File: src/rtl/adc_cmd_pkg.sv
package adc_cmd_pkg;

    typedef enum logic [2:0] {
        ST_IDLE,
        ST_START,
        ST_SELECT,
        ST_DATA,
        ST_DONE
    } frame_state_e;

    localparam int BYTE_W       = 8;
    localparam int FRAME_BYTES  = 3;
    localparam int CH_FIELD_W   = 3;
    localparam logic [BYTE_W-1:0] START_CODE = 8'h01;

endpackage

File: src/rtl/adc_edge_sync.sv
module adc_edge_sync #(
    parameter int STAGES = 2
) (
    input  logic clk,
    input  logic rst_n,
    input  logic sck_in,
    input  logic mosi_in,
    input  logic csel_n,
    output logic sck_rise,
    output logic sck_fall,
    output logic cs_fall,
    output logic cs_hi,
    output logic mosi_s
);
    localparam int SIG_N = 3;
    localparam logic [SIG_N-1:0] RST_VAL = 3'b100;

    logic [STAGES-1:0][SIG_N-1:0] chain;
    logic [SIG_N-1:0] synced;
    logic sck_prev;
    logic cs_prev;

    always_ff @(posedge clk or negedge rst_n) begin
        if (!rst_n) begin
            for (int i = 0; i < STAGES; i++) chain[i] <= RST_VAL;
        end else begin
            chain[0] <= {csel_n, sck_in, mosi_in};
            for (int i = 1; i < STAGES; i++) chain[i] <= chain[i-1];
        end
    end

    assign synced = chain[STAGES-1];

    always_ff @(posedge clk or negedge rst_n) begin
        if (!rst_n) begin
            sck_prev <= 1'b0;
            cs_prev  <= 1'b1;
        end else begin
            sck_prev <= synced[1];
            cs_prev  <= synced[2];
        end
    end

    assign cs_hi    = synced[2];
    assign cs_fall  = cs_prev & ~synced[2];
    assign sck_rise = ~sck_prev & synced[1] & ~synced[2];
    assign sck_fall = sck_prev & ~synced[1] & ~synced[2];
    assign mosi_s   = synced[0];

endmodule

File: src/rtl/adc_frame_fsm.sv
module adc_frame_fsm
    import adc_cmd_pkg::*;
#(
    parameter int NUM_CH = 8,
    parameter int CODE_W = 10
) (
    input  logic              clk,
    input  logic              rst_n,
    input  logic              cs_hi,
    input  logic              cs_fall,
    input  logic              sck_rise,
    input  logic              mosi_s,
    input  logic [CODE_W-1:0] chan_code [NUM_CH],
    output frame_state_e      state,
    output logic [2:0]        bit_cnt,
    output logic [1:0]        byte_idx,
    output logic [CODE_W-1:0] result_q
);
    localparam logic [1:0] LAST_BYTE = 2'(FRAME_BYTES - 1);
    localparam logic [1:0] PAST_END  = 2'(FRAME_BYTES);

    frame_state_e            nxt;
    logic [BYTE_W-1:0]       sr;
    logic                    start_ok;
    logic [CH_FIELD_W-1:0]   ch_sel;
    logic                    mode_se;
    logic [CODE_W-1:0]       pick;
    logic [BYTE_W-1:0]       byte_in;

    // state register
    always_ff @(posedge clk or negedge rst_n) begin
        if (!rst_n) state <= ST_IDLE;
        else        state <= nxt;
    end

    // transitions
    always_comb begin
        nxt = state;
        if (cs_hi) begin
            nxt = ST_IDLE;                                           // T_DESELECT
        end else begin
            unique case (state)
                ST_IDLE:   if (cs_fall) nxt = ST_START;              // T_SELECT_CHIP
                ST_START:  if (sck_rise && bit_cnt == 3'd7) nxt = ST_SELECT;   // T_START_DONE
                ST_SELECT: if (sck_rise && bit_cnt == 3'd3) nxt = ST_DATA;     // T_LATCH
                ST_DATA:   if (sck_rise && bit_cnt == 3'd7 && byte_idx == LAST_BYTE)
                               nxt = ST_DONE;                        // T_FRAME_END
                ST_DONE:   nxt = ST_DONE;
                default:   nxt = ST_IDLE;
            endcase
        end
    end

    assign byte_in = {sr[BYTE_W-2:0], mosi_s};
    assign mode_se = sr[2];
    assign ch_sel  = {sr[1:0], mosi_s};

    always_comb begin
        pick = '0;
        if (start_ok && mode_se && (int'(ch_sel) < NUM_CH))
            pick = chan_code[ch_sel];
    end

    // datapath outputs
    always_ff @(posedge clk or negedge rst_n) begin
        if (!rst_n) begin
            bit_cnt  <= '0;
            byte_idx <= '0;
            sr       <= '0;
            start_ok <= 1'b0;
            result_q <= '0;
        end else if (cs_hi || cs_fall) begin
            bit_cnt  <= '0;
            byte_idx <= '0;
            sr       <= '0;
            start_ok <= 1'b0;
            result_q <= '0;
        end else if (sck_rise && state != ST_IDLE) begin
            sr      <= byte_in;
            bit_cnt <= bit_cnt + 3'd1;
            if (bit_cnt == 3'd7 && byte_idx != PAST_END)
                byte_idx <= byte_idx + 2'd1;
            if (state == ST_START && bit_cnt == 3'd7)
                start_ok <= (byte_in == START_CODE);
            if (state == ST_SELECT && bit_cnt == 3'd3)
                result_q <= pick;
        end
    end

endmodule

File: src/rtl/adc_resp_shifter.sv
module adc_resp_shifter
    import adc_cmd_pkg::*;
#(
    parameter int CODE_W = 10
) (
    input  logic              clk,
    input  logic              rst_n,
    input  logic              cs_hi,
    input  logic              cs_fall,
    input  logic              sck_fall,
    input  logic [2:0]        bit_cnt,
    input  logic [1:0]        byte_idx,
    input  logic [CODE_W-1:0] result_q,
    output logic              miso
);
    localparam int RESP_W = 2 * BYTE_W;
    localparam int IDX_W  = $clog2(RESP_W);

    logic [RESP_W-1:0] word;
    logic [IDX_W-1:0]  pos;
    logic              in_reply;

    assign word     = RESP_W'(result_q);
    assign in_reply = (byte_idx == 2'd1) || (byte_idx == 2'd2);
    assign pos      = (byte_idx == 2'd1) ? IDX_W'(RESP_W - 1 - int'(bit_cnt))
                                         : IDX_W'(BYTE_W - 1 - int'(bit_cnt));

    always_ff @(posedge clk or negedge rst_n) begin
        if (!rst_n)                miso <= 1'b0;
        else if (cs_hi || cs_fall) miso <= 1'b0;
        else if (sck_fall)         miso <= in_reply ? word[pos] : 1'b0;
    end

endmodule

File: src/rtl/adc_cmd_slave.sv
module adc_cmd_slave
    import adc_cmd_pkg::*;
#(
    parameter int NUM_CH      = 8,
    parameter int CODE_W      = 10,
    parameter int SYNC_STAGES = 2
) (
    input  logic                     clk,
    input  logic                     rst_n,
    input  logic                     sck_in,
    input  logic                     mosi_in,
    input  logic                     csel_n,
    input  logic [NUM_CH*CODE_W-1:0] samples_in,
    output logic                     miso_out
);
    logic              sck_rise_s;
    logic              sck_fall_s;
    logic              cs_fall_s;
    logic              cs_hi_s;
    logic              mosi_s;
    frame_state_e      state;
    logic [2:0]        bit_cnt;
    logic [1:0]        byte_idx;
    logic [CODE_W-1:0] result_q;
    logic [CODE_W-1:0] chan_code [NUM_CH];

    generate
        for (genvar g = 0; g < NUM_CH; g++) begin : g_unpack
            assign chan_code[g] = samples_in[g*CODE_W +: CODE_W];
        end
    endgenerate

    adc_edge_sync #(.STAGES(SYNC_STAGES)) u_sync (
        .clk      (clk),
        .rst_n    (rst_n),
        .sck_in   (sck_in),
        .mosi_in  (mosi_in),
        .csel_n   (csel_n),
        .sck_rise (sck_rise_s),
        .sck_fall (sck_fall_s),
        .cs_fall  (cs_fall_s),
        .cs_hi    (cs_hi_s),
        .mosi_s   (mosi_s)
    );

    adc_frame_fsm #(.NUM_CH(NUM_CH), .CODE_W(CODE_W)) u_fsm (
        .clk       (clk),
        .rst_n     (rst_n),
        .cs_hi     (cs_hi_s),
        .cs_fall   (cs_fall_s),
        .sck_rise  (sck_rise_s),
        .mosi_s    (mosi_s),
        .chan_code (chan_code),
        .state     (state),
        .bit_cnt   (bit_cnt),
        .byte_idx  (byte_idx),
        .result_q  (result_q)
    );

    adc_resp_shifter #(.CODE_W(CODE_W)) u_resp (
        .clk      (clk),
        .rst_n    (rst_n),
        .cs_hi    (cs_hi_s),
        .cs_fall  (cs_fall_s),
        .sck_fall (sck_fall_s),
        .bit_cnt  (bit_cnt),
        .byte_idx (byte_idx),
        .result_q (result_q),
        .miso     (miso_out)
    );

endmodule

File: config.mk
export PLATFORM = sky130hd
export DESIGN_NAME = adc_cmd_slave
export DESIGN_NICKNAME = d
export VERILOG_FILES = /design/src/rtl/adc_cmd_pkg.sv /design/src/rtl/adc_edge_sync.sv /design/src/rtl/adc_frame_fsm.sv /design/src/rtl/adc_resp_shifter.sv /design/src/rtl/adc_cmd_slave.sv
export SDC_FILE = /design/constraint.sdc
export NUM_CORES = 1
export LEC_CHECK = 0
export BUFFER_PORTS_ARGS = -buffer_cell sky130_fd_sc_hd__buf_2
export CORE_MARGIN = 2
export CORE_UTILIZATION = 40
export CTS_BUF_LIST = sky130_fd_sc_hd__clkbuf_4 sky130_fd_sc_hd__clkbuf_8
export DETAILED_ROUTE_END_ITERATION = 10
export HOLD_SLACK_MARGIN = 0.06
export PLACE_DENSITY = 0.73
export SLEW_MARGIN = 20
export SYNTH_ARGS = -nofsm -noshare
export SYNTH_HDL_FRONTEND = slang
export SYNTH_SLANG_ARGS = --single-unit
File: constraint.sdc
create_clock -name clk -period 3.15 [get_ports clk]
set_input_delay 0.1575 -clock clk [delete_from_list [all_inputs] [get_ports clk]]
set_output_delay 0.1575 -clock clk [all_outputs]
set_load 0.01 [all_outputs]
[Word level (Yosys, flattened, before mapping)]
Index checks and enable logic that the tools add are counted.
Operators by class
  multiplexer cells: 29
  reduce and logical (&&, ||, !) cells: 21
  equal/unequal tests: 14
  bitwise logic cells: 9
  add/sub/neg operators: 4
  $lt $le $gt $ge: 2
Operator list (count)
  $mux W10: 6
  $bmux W10 S3: 1
  $mux W3: 7
  $pmux W3 S5: 1
  $mux W7: 2
  $ne A3 B2 Y1 const B: 4
  $reduce_bool A2 Y1: 5
  $eq A3 B2 Y1 const B: 3
  $eq A8 B1 Y1 const B: 1
  $logic_and A1 B1 Y1: 8
  $mux W1: 7
  $eq A3 B3 Y1 const B: 2
  $mux W2: 3
  $reduce_and A2 Y1: 3
  $and A1 B1 Y1: 5
  $lt A4 B5 Y1 const B: 1
  $bmux W1 S4: 1
  $ge A4 B4 Y1 const B: 1
  $mux W4: 1
  $not A3 Y4: 1
  $reduce_and A4 Y1: 1
  $sub A3 B3 Y4 const A: 1
  $sub A4 B3 Y4 const A: 1
  $add A3 B1 Y3 const B: 1
  9 further kinds: 12
Word-level totals
  input bits: 85
  output and inout bits: 1
  word-level logic and storage cells: 90
  flip-flop bits (word level): 35

[Depth between registers and ports, before layout]
Gate-level depths: netlist of the first run.
  depth after elaboration: 8
  gate-level depth with buffers: 7
  gate-level depth less buffers: 6

[By module]
Synthesis of the first run repeated with hierarchy kept, for this count alone.
Unflattened totals
  cells, all modules: 178
  area total of the unflattened synthesis: 2235.9 um2
Modules (own cells, without submodules)
  adc_frame_fsm: cells an instance 148, area each 1854.3 um2, instances 1, seq. area each 650.6 um2
  adc_edge_sync: cells an instance 11, area each 225.2 um2, instances 1, seq. area each 203.9 um2
  adc_resp_shifter: cells an instance 19, area each 156.4 um2, instances 1, seq. area each 25.0 um2

[Worst setup path after synthesis of the first run]
OpenSTA, ideal clock, no wires.
  path type: register -> register
  from: register u_fsm.bit_cnt[0]
  to: register u_fsm.result_q[0]
  required time: 3.083 ns
  slack: 1.445 ns
  cell stages (with the launch flop): 7
  arrival time: 1.637 ns
  buffers on the path: 0
  library setup time: 0.067 ns
  clock period less this slack: 1.705 ns
  path through: dfrtp_1 -> ha_1 -> ha_1 -> and3b_1 -> nand3_1 -> nor3_2 -> a22o_1
On the way
  longest elaborated chain between the ends: 4
RTL lines
  from (decl): line adc_frame_fsm.sv:15  | output logic [2:0] bit_cnt,
  from (signal assigned): line adc_frame_fsm.sv:80  | bit_cnt <= bit_cnt + 3'd1;
  $eq A3 B2 Y1: line adc_frame_fsm.sv:85  | if (state == ST_SELECT && bit_cnt == 3'd3)
  $logic_and A1 B1 Y1: line adc_frame_fsm.sv:85
  $reduce_bool A2 Y1 (no source line)
  $reduce_and A2 Y1 (no source line)
  to (signal assigned): line adc_frame_fsm.sv:86  | result_q <= pick;
  to (decl): line adc_frame_fsm.sv:17  | output logic [CODE_W-1:0] result_q
Every way passes these cells.
A chain may end at the register's enable or synchronous reset.

[Final worst setup path of the first run]
  from: register u_fsm.sr[0]
  to: register u_fsm.result_q[1]
On the way
  longest elaborated chain between the ends: 8
RTL lines
  from (decl): line adc_frame_fsm.sv:23  | logic [BYTE_W-1:0] sr;
  from (signal assigned): line adc_frame_fsm.sv:79  | sr <= byte_in;
  $not A3 Y4 (not written as such): line adc_frame_fsm.sv:61  | pick = chan_code[ch_sel];
  $bmux W10 S3: line adc_frame_fsm.sv:61
  $mux W10 (not written as such) (2 in series): line adc_frame_fsm.sv:61
  $mux W10: line adc_frame_fsm.sv:60  | if (start_ok && mode_se && (int'(ch_sel) < NUM_CH))
  $mux W10: line adc_frame_fsm.sv:85
  $mux W10: line adc_frame_fsm.sv:78  | end else if (sck_rise && state != ST_IDLE) begin
  $mux W10: line adc_frame_fsm.sv:72  | end else if (cs_hi || cs_fall) begin
Every way passes these cells. The select of a mux whose other input is x is not followed.

==> out/metrics.cfg, run 1 <==
[grt]
grt_max_degree = 36
grt.total_usage = 0.1660
gr-total-overflow = 0
grt_pass1_wl_um = 7969
grt_pass1_vias = 1841
antenna_found_initial = 0

[yosys]
yosysSeqAreaShare = 0.3906
yosysWarnings = 0
syn_area_mm2 = 0.002252
ys_types = 35
synth_nets = 265
synthArstFlopShare = 1.000
syn_area_per_cell_um2 = 12.94
ys_ff_latch = 35
synth_edf_count = 0
synthFlopType = dfrtp_1
synth_cells = 174

[clock_network]
htreeDepth = 2
clk_pin_slew_ns = 0.06
clockBufferDepth = 2
clk_latency_ns = 0.29
cts_root_buffer = clkbuf_8
clock-sinks = 35
cts_tree = done
cts_made_buffers = 5

[final_layout]
final_cell_mix = 85 x buf_2, 32 x dfrtp_1, 17 x mux4_1
drive_gt1_frac = 0.4521
nets = 351
n_antenna_cell = 0
layout.cells.most_common = buf_2
area_growth_pct = 25.83

[floorplan]
fp.dieArea_mm2 = 0.006247
die_h_um = 79.04
ioPinCount = 86
start_util = 0.4115
rows = 27
coreArea_mm2 = 0.005473
die_x_um = 79.04

[sta]
tightest_slew_ns = 0.8852
maxSlewViolCount = 0
hold_viol_final = 0
fin_crit_sh = 0.7348
finalCriticalPeriod_ns = 2.314
clock_skew_ns = 0.008431
clock.fmax_ghz = 0.4321
rsz0062_at_grt = no
finalSetupViolCount = 0
tns_ns = 0
relSlewSlack = 0.4099

[worst_setup_path]
r2r_slack_ns = 0.84
path_depth = 4
path_delay_family = flip-flops
crit_required_ns = 3.33
cp_slowest_cell = dfrtp_1
cp_slowest_stage_delay_ns = 0.92
startpoint_type = register
path_buf_inv = 1
rr_worst_depth = 4
timing_worst_setup_path_type = reg -> reg
crit_path_end_kind = register
path_cells = buf_4 > mux4_1 > mux2_2 > a22o_1
critPathArrivalTime_ns = 2.49
path_max_fanout = 19

[place]
post-dp-hpwl_um = 3803
port_buffers = 85
gp_congestion = 0.7261

[worst_hold_path]
min_path_cells = 0
hold_class = reg -> reg

[detailed_routing]
dr.pass1.iters = 4
final_antenna_net_count = 0
routedWlPerCell_um = 14.57
drc = 0
vias = 1801
viasPerCell = 5.408
drt_iter0_drc = 64
drt_wl_total_um = 4852

[power]
total_power_uw = 918.9
p_leak_uw = 0.001257
cellPowerDensity_mw_per_mm2 = 324.2
ir_worst_vdd_mv = 0.2186

[status]
status = finished clean

[flow_run]
maxCapViolCount = 0

==> power by group <==
part / internal (µW) / switching [µW] / total [µW]
combinational: 73.8 / 42.8 / 117
sequential: 458 / 9.76 / 468
clock: 185 / 150 / 335
==> cell families (layout without fill, tap and decap cells) <==
kind of cell | after synthesis | in the layout | synth area share
fa+ha+maj | 6 | 6 | 0.03333
buf+inv | 16 | 103 | 0.04389
flops | 35 | 35 | 0.3906
xor+xnor | 2 | 2 | 0.007779
compound gates | 38 | 38 | 0.1122
simple gates | 40 | 40 | 0.1017
mux | 37 | 37 | 0.3106
==> final cells by class <==
cell class | instances | area, µm²
flip-flops and latches | 35 | 879.6
repair buffers | 91 | 480.5
clock buffers | 7 | 90.09
clock inverters | 1 | 5.005
inverters | 4 | 15.01
multi-input cells | 123 | 1274
fillers | 490 | 2639
well taps | 72 | 90.09
==> routing by layer <==
layer  GRT usage  vias to the layer above  wire length [µm]
li1            -                      863                 -
met1      0.1874                      862              2017
met2      0.2924                       63              2482
met3     0.03636                       13               223
met4     0.08793                        0               129
met5           0                        -                 0
==> path summary, 6_finish.rpt <==
kind	start	endpoint
hold reg to reg	u_sync.chain[1]	u_sync.synced[1]
min in group asynchronous	rst_n	u_fsm.state[2]
max in group asynchronous	rst_n	u_fsm.result_q[4]
setup reg to reg	u_fsm.sr[0]	u_fsm.result_q[1]
setup / recovery	u_fsm.sr[0]	u_fsm.result_q[1]
hold / removal	u_sync.chain[1]	u_sync.synced[1]
==> cell usage after synthesis, types with 5 or more instances <==
library cell / number / area share
nand2_1: 9 / 0.015
ha_1: 6 / 0.033
mux2_2: 12 / 0.060
a21oi_1: 12 / 0.027
clkbuf_1: 7 / 0.012
a22o_1: 10 / 0.039
nor2_1: 11 / 0.018
mux2i_1: 5 / 0.022
mux4_1: 17 / 0.20
o21ai_0: 10 / 0.022
dfrtp_1: 32 / 0.36
==> registers in the layout, indices dropped and copies added (netlist names) <==
| register | count |
|---|---|
| u_fsm.byte_idx | 2 |
| u_fsm.result_q | 10 |
| u_fsm.sr | 7 |
| u_fsm.bit_cnt | 3 |
| u_sync.synced | 3 |
| u_sync.sck_prev | 1 |
| u_sync.cs_prev | 1 |
| u_sync.chain | 3 |
| u_fsm.start_ok | 1 |
| u_resp.miso | 1 |
| u_fsm.state | 3 |
==> stage by stage <==
step / util / instance area [µm²] / setup WS, ns / cells / hold slack (ns)
after floorplan: - / 2252 / 1.445 / 174 / -0.1381
after global placement: 0.4931 / 2699 / 0.9078 / 321 / 0.2626
after detailed placement: 0.4931 / 2699 / 0.8277 / 321 / 0.2668
after CTS: 0.5178 / 2834 / 0.8187 / 333 / 0.3500
after global routing: 0.5178 / 2834 / 0.7604 / 333 / 0.3656
final: 0.5178 / 2834 / 0.8355 / 333 / 0.3486
==> timing repair <==
item | 4_1_cts | 5_1_grt
gates resized for setup | 0 | 0
hold buffers | 4 | 0
buffers inserted | 0 | 0
endpoints found under the hold margin | 35 | 0
(Power assumes the default switching activity.)
==> run 2, diff against run 1 <==
ABC_AREA = 1   (was default)
clock period = 2.15 ns   (was 3.15 ns; I/O delays follow)
==> out/metrics.cfg, run 2 <==
[status]
status = finished clean  ; unchanged

[clock_network]
cts_root_buffer = clkbuf_8  ; unchanged
clk_pin_slew_ns = 0.07  ; was 0.06 ns
clock-sinks = 35  ; unchanged
cts_tree = done  ; unchanged
clk_latency_ns = 0.28  ; was 0.29 ns
clockBufferDepth = 2  ; unchanged
cts_made_buffers = 5  ; unchanged
htreeDepth = 2  ; unchanged

[worst_setup_path]
cp_slowest_stage_delay_ns = 0.51  ; was 0.92 ns
path_delay_family = flip-flops  ; unchanged
cp_slowest_cell = dfrtp_1  ; unchanged
crit_required_ns = 2.37  ; was 3.33 ns
r2r_slack_ns = 0.44  ; was 0.84 ns
path_max_fanout = 40  ; was 19
r2r_start = u_sync.synced[0]  ; was u_fsm.sr[0]
worst_path_most_repeated_cell = nand2_1
crit_path_end_kind = register  ; unchanged
critPathLaunch = u_sync.synced[0]  ; was u_fsm.sr[0]
critPathArrivalTime_ns = 1.93  ; was 2.49 ns
path_buf_inv = 1  ; unchanged
startpoint_type = register  ; unchanged
timing_worst_setup_path_type = reg -> reg  ; unchanged
path_cells = inv_2 > o21ai_0 > o22ai_1 > nand2_1 > nand2_1 > nand2_1 > nand2_1  ; was buf_4 > mux4_1 > mux2_2 > a22o_1

[yosys]
ys_ff_latch = 35  ; unchanged
yosysSeqAreaShare = 0.3677  ; was 0.3906
yosysWarnings = 0  ; unchanged
synth_nets = 443  ; was 265
synthArstFlopShare = 1.000  ; unchanged
syn_area_per_cell_um2 = 6.796  ; was 12.94 µm²
ys_types = 31  ; was 35
synthFlopType = dfrtp_1  ; unchanged
yosys.area.top_type = dfrtp_1  ; unchanged
synth_edf_count = 0  ; unchanged
syn_area_mm2 = 0.002392  ; was 0.002252 mm²
yosys-top-cells-area = dfrtp_1 33%, nand2_1 14%, nor2_1 8.9%  ; was dfrtp_1 36%, mux4_1 20%, mux2_2 6.0%
synth_most_common_cell = nand2_1  ; was dfrtp_1
synth_top_area_share = 0.3347  ; was 0.3556
synth_cells = 352  ; was 174
synth_top_cells_by_count = 88 x nand2_1, 57 x nor2_1, 37 x o21ai_1  ; was 32 x dfrtp_1, 17 x mux4_1, 12 x a21oi_1, 12 x mux2_2, 11 x nor2_1

[sta]
finalSetupViolCount = 0  ; unchanged
worst_slack_ns = 0.4382  ; was 0.8355 ns
finalCriticalPeriod_ns = 1.712  ; was 2.314 ns
relSlewSlack = 0.4819  ; was 0.4099
clock.fmax_ghz = 0.5842  ; was 0.4321 GHz
tightest_slew_ns = 0.7771  ; was 0.8852 ns
fin_crit_sh = 0.7962  ; was 0.7348
hold_viol_final = 0  ; unchanged
tns_ns = 0  ; unchanged
clock_skew_ns = 0.008220  ; was 0.008431 ns
rsz0062_at_grt = no  ; unchanged
maxSlewViolCount = 0  ; unchanged

[detailed_routing]
routedWlPerCell_um = 11.97  ; was 14.57 µm
final_antenna_net_count = 0  ; unchanged
dr.pass1.iters = 4  ; unchanged
drt_wl_total_um = 6080  ; was 4852 µm
viasPerCell = 5.018  ; was 5.408
drc = 0  ; unchanged
vias = 2549  ; was 1801
drt_iter0_drc = 158  ; was 64

[place]
pre_cts_ws_ns = 0.4910  ; was 0.8277 ns
port_buffers = 85  ; unchanged
post-dp-hpwl_um = 4613  ; was 3803 µm
post_dp_cell_area_mm2 = 0.002826  ; was 0.002699 mm²
gp_congestion = 0.9286  ; was 0.7261

[final_layout]
final_cell_mix = 88 x nand2_1, 85 x buf_2, 57 x nor2_1  ; was 85 x buf_2, 32 x dfrtp_1, 17 x mux4_1
reg_top3 = u_fsm.result_q (10), u_fsm.sr (7)  ; unchanged
top_register = u_fsm.result_q  ; unchanged
multiInputGateArea_mm2 = 0.001313  ; was 0.001274 mm²
drive_gt1_frac = 0.2679  ; was 0.4521
area_growth_pct = 23.54  ; was 25.83%
regArea_um2 = 879.6  ; unchanged
nFillCells = 588  ; was 490
layout.cells.most_common = nand2_1  ; was buf_2
n_antenna_cell = 0  ; unchanged
nets = 523  ; was 351
largest_reg_flops = 10  ; unchanged
fin_area_mm2 = 0.002955  ; was 0.002834 mm²
utilization = 0.5051  ; was 0.5178

[floorplan]
die_x_um = 81.34  ; was 79.04 µm
start_util = 0.4089  ; was 0.4115
fp.dieArea_mm2 = 0.006615  ; was 0.006247 mm²
rows = 28  ; was 27
coreArea_mm2 = 0.005851  ; was 0.005473 mm²
ioPinCount = 86  ; unchanged
die_h_um = 81.34  ; was 79.04 µm

[grt]
grt_max_degree = 41  ; was 36
gr-total-overflow = 0  ; unchanged
grt.total_usage = 0.1971  ; was 0.1660
grt_pass1_wl_um = 10320  ; was 7969 µm
grt_pass1_vias = 2420  ; was 1841
antenna_found_initial = 0  ; unchanged

[worst_hold_path]
worst_hold_startpoint = samples_in[50]  ; was u_sync.chain[1]
hold_class = in -> reg  ; was reg -> reg

[flow_run]
maxCapViolCount = 0  ; unchanged

[power]
cellPowerDensity_mw_per_mm2 = 559.1  ; was 324.2 mW/mm²
p_leak_uw = 0.001517  ; was 0.001257 µW
ir_worst_vdd_mv = 0.3281  ; was 0.2186 mV

run 2: changes by cell type after synthesis, sizes merged, moves of 12 or more:
cell / change
nand2: +87
o21ai: +54
nor2: +50
inv: +22
mux4: -20
nand3: +19
mux2: -12
run 2: final timing paths:
kind | endpoint | cells past startpoint
worst max-delay path | u_fsm.result_q[2] | 7
worst min-delay path | u_fsm.result_q[0] | 7
worst max register to register | u_fsm.result_q[2] | 7
worst min register to register | u_sync.synced[1] | 0
max in group asynchronous | u_sync.sck_prev | 2
min in group asynchronous | u_fsm.bit_cnt[1] | 2
run 2: power by group:
group          internal (µW)  switching, µW  leakage [µW]
clock network            252            223     0.0000491
registers                697           42.2      0.000461
logic                    180            257       0.00101
total                   1130            523       0.00152
run 2: worst register-to-register path: cells and delay by family, from the launching register on:
kind / cells / cell delay, ns
buffers and inverters: 1 / 0.50
AND/OR/NAND/NOR: 4 / 0.29
AO/OA/AOI/OAI: 2 / 0.35
flip-flops: 1 / 0.51
run 2: area by class of cell:
| cell class | instances | area share |
|---|---|---|
| multi-input cells | 273 | 0.4441 |
| flip-flops and latches | 35 | 0.2976 |
| repair buffers | 91 | 0.1626 |
| well taps | 75 | 0.03175 |
| clock buffers | 7 | 0.02837 |
| inverters | 26 | 0.03387 |
| clock inverters | 1 | 0.001693 |
run 2: through the flow:
step,std cells,hold slack [ns],power (µW)
floorplan,352,-0.1881,1036
global placement,496,0.2128,1172
detailed placement,496,0.2141,1181
CTS,508,0.2421,1669
global route,508,0.3055,1759
finish,508,0.2498,1652
run 2: metal layers:
metal | track usage | share of wire
met5 | 0 | 0
met4 | 0.07966 | 0.028
met3 | 0.03889 | 0.037
met2 | 0.3205 | 0.47
met1 | 0.2561 | 0.47
run 2: cell families after synthesis:
kind of cell,after synthesis,share of synthesized area
and+or+nand+nor,186,0.3405
AOI/OAI and AO/OA,81,0.1768
buffers and inverters,44,0.08368
DFF,35,0.3677
adders and majority gates,6,0.03138
run 2: what timing repair did:
action                                  CTS  global route
setup buffers                             0             0
hold endpoints to repair                 35             0
endpoints found under the setup margin    0             0
gates resized for setup                   0             0
hold buffers                              4             0
==> run 3, diff against run 2 <==
clock period = 1.78 ns   (was 2.15 ns; I/O delays follow)
==> out/metrics.cfg, run 3 (synthesized netlist as in run 2, its figures left out) <==
[worst_setup_path]
critPathArrivalTime_ns = 1.79  ; was 1.93 ns
critPathLaunch = u_sync.synced[2]  ; was u_sync.synced[0]
timing_worst_setup_path_type = reg -> reg  ; unchanged
r2r_start = u_sync.synced[2]  ; was u_sync.synced[0]
path_cells = or2_4 > inv_4 > nand2_2 > nand2_1 > o21ai_0  ; was inv_2 > o21ai_0 > o22ai_1 > nand2_1 > nand2_1 > nand2_1 > nand2_1
crit_path_end_kind = register  ; unchanged
path_max_fanout = 21  ; was 40
path_delay_family = simple AND/OR/NAND/NOR gates  ; was flip-flops
cp_slowest_stage_delay_ns = 0.56  ; was 0.51 ns
path_buf_inv = 1  ; unchanged
startpoint_type = register  ; unchanged
crit_required_ns = 1.97  ; was 2.37 ns
cp_slowest_cell = dfstp_2  ; was dfrtp_1

[detailed_routing]
dr.pass1.iters = 4  ; unchanged
routedWlPerCell_um = 11.72  ; was 11.97 µm
drc = 0  ; unchanged
drt_wl_total_um = 5989  ; was 6080 µm
viasPerCell = 4.926  ; was 5.018
vias = 2517  ; was 2549
drt_iter0_drc = 156  ; was 158
final_antenna_net_count = 0  ; unchanged

[power]
cellPowerDensity_mw_per_mm2 = 683.6  ; was 559.1 mW/mm²
p_leak_uw = 0.001542  ; was 0.001517 µW
internal-power_uw = 1435  ; was 1129 µW
power.switching_uw = 619.1  ; was 522.7 µW
clkPwrFrac = 0.308  ; was 0.288
total_power_uw = 2055  ; was 1652 µW
ir_worst_vdd_mv = 0.3677  ; was 0.3281 mV
power.share.switching = 0.3013  ; was 0.3164
comb_power_share = 0.259  ; was 0.265
power.share.sequential = 0.434  ; was 0.448

[place]
pre_cts_ws_ns = 0.1572  ; was 0.4910 ns
post-dp-hpwl_um = 4701  ; was 4613 µm
gp_congestion = 0.8287  ; was 0.9286
port_buffers = 85  ; unchanged

[floorplan]
die_h_um = 81.34  ; unchanged
ioPinCount = 86  ; unchanged
start_util = 0.4089  ; unchanged
die_x_um = 81.34  ; unchanged
rows = 28  ; unchanged
fp.dieArea_mm2 = 0.006615  ; unchanged
coreArea_mm2 = 0.005851  ; unchanged

[clock_network]
cts_root_buffer = clkbuf_8  ; unchanged
cts_resized = 0  ; unchanged
htreeDepth = 2  ; unchanged
cts_tree = done  ; unchanged
clk_pin_slew_ns = 0.07  ; about the same
postCtsSetupRepairBufs = 0  ; unchanged
hold_buffers = 4  ; unchanged
clockBufferDepth = 2  ; unchanged
clock-sinks = 35  ; unchanged
cts_made_buffers = 5  ; unchanged
clk_latency_ns = 0.28  ; about the same

[sta]
maxSlewViolCount = 0  ; unchanged
relSlewSlack = 0.4812  ; was 0.4819
tightest_slew_ns = 0.7782  ; was 0.7771 ns
tns_ns = 0  ; unchanged
finalSetupViolCount = 0  ; unchanged
clock.fmax_ghz = 0.6234  ; was 0.5842 GHz
fin_crit_sh = 0.9012  ; was 0.7962
clock_skew_ns = 0.004738  ; was 0.008220 ns
hold_viol_final = 0  ; unchanged
rsz0062_at_grt = no  ; unchanged
finalCriticalPeriod_ns = 1.604  ; was 1.712 ns
worst_slack_ns = 0.1758  ; was 0.4382 ns

[grt]
gr-total-overflow = 0  ; unchanged
grt.total_usage = 0.1994  ; was 0.1971
grt_pass1_vias = 2487  ; was 2420
grt_pass1_wl_um = 10510  ; was 10320 µm
grt_max_degree = 36  ; was 41
antenna_found_initial = 0  ; unchanged

[flow_run]
maxCapViolCount = 0  ; unchanged

[final_layout]
nets = 526  ; was 523
area_growth_pct = 25.63  ; was 23.54%
layout.cells.most_common = nand2_1  ; unchanged
top_register = u_fsm.result_q  ; unchanged
reg_top3 = u_fsm.result_q (10), u_fsm.sr (7)  ; unchanged
nFillCells = 574  ; was 588
drive_gt1_frac = 0.2729  ; was 0.2679
final_cell_mix = 88 x nand2_1, 85 x buf_2, 57 x nor2_1  ; unchanged
n_antenna_cell = 0  ; unchanged
largest_reg_flops = 10  ; unchanged

[worst_hold_path]
hold_class = in -> reg  ; unchanged
worst_hold_startpoint = samples_in[51]  ; was samples_in[50]

[status]
status = finished clean  ; unchanged

## run 3: cell count changes in the layout (fill, tap and decap cells not counted)
cell,previous run,this run
clkbuf_8,5,7
clkinv_2,1,0
buf_12,0,1
buf_4,2,4
clkbuf_4,2,1
## run 3: routing by layer
metal,global-route usage,up-vias,share of wire
met4,0.06102,0,0.019
met5,0,-,0
li1,-,1308,-
met3,0.03111,11,0.040
met2,0.3393,59,0.49
met1,0.2596,1139,0.45
## run 3: area by class of cell
class / count / area, µm² / share of cell area
clock buffer: 8 / 103.9 / 0.03455
multi-input combinational: 273 / 1313 / 0.4367
tap: 75 / 93.84 / 0.03122
timing repair buffer: 94 / 515.5 / 0.1715
sequential: 35 / 879.6 / 0.2927
inverter: 26 / 100.1 / 0.03331
## run 3: through the flow
step	cell area (µm²)	hold WS, ns	cells	util
5_1_grt	3005	0.2739	511	0.5137
6_report	3005	0.2236	511	0.5137
4_1_cts	3005	0.2281	511	0.5137
3_5_place_dp	2861	0.1956	499	0.4891
3_3_place_gp	2861	0.1947	499	0.4891
2_1_floorplan	2392	-0.2066	352	-
## run 3: power groups by stage
| stage | Sequential [µW] | Clock, µW | Combinational (µW) |
|---|---|---|---|
| 6_report | 891 | 632 | 532 |
| 5_1_grt | 900 | 678 | 612 |
| 4_1_cts | 892 | 643 | 531 |
| 3_5_place_dp | 907 | 0 | 522 |
| 3_3_place_gp | 903 | 0 | 514 |
| 2_1_floorplan | 892 | 0 | 360 |
## run 3: worst min-delay path: cells and delay by family
family	cells	cell delay, ns
buffers and inverters	1	0.07
AND/OR/NAND/NOR	4	0.19
AO/OA/AOI/OAI	2	0.11
## run 3: path summary, 6_finish.rpt
path / end / slack [ns] / cells past startpoint
max in group asynchronous: u_fsm.sr[0] / 0.86 / 2
setup / recovery: u_fsm.byte_idx[1] / 0.18 / 5
min in group asynchronous: u_fsm.bit_cnt[1] / 0.42 / 2
hold / removal: u_fsm.result_q[1] / 0.22 / 7
setup reg to reg: u_fsm.byte_idx[1] / 0.18 / 5
hold reg to reg: u_sync.synced[1] / 0.36 / 0
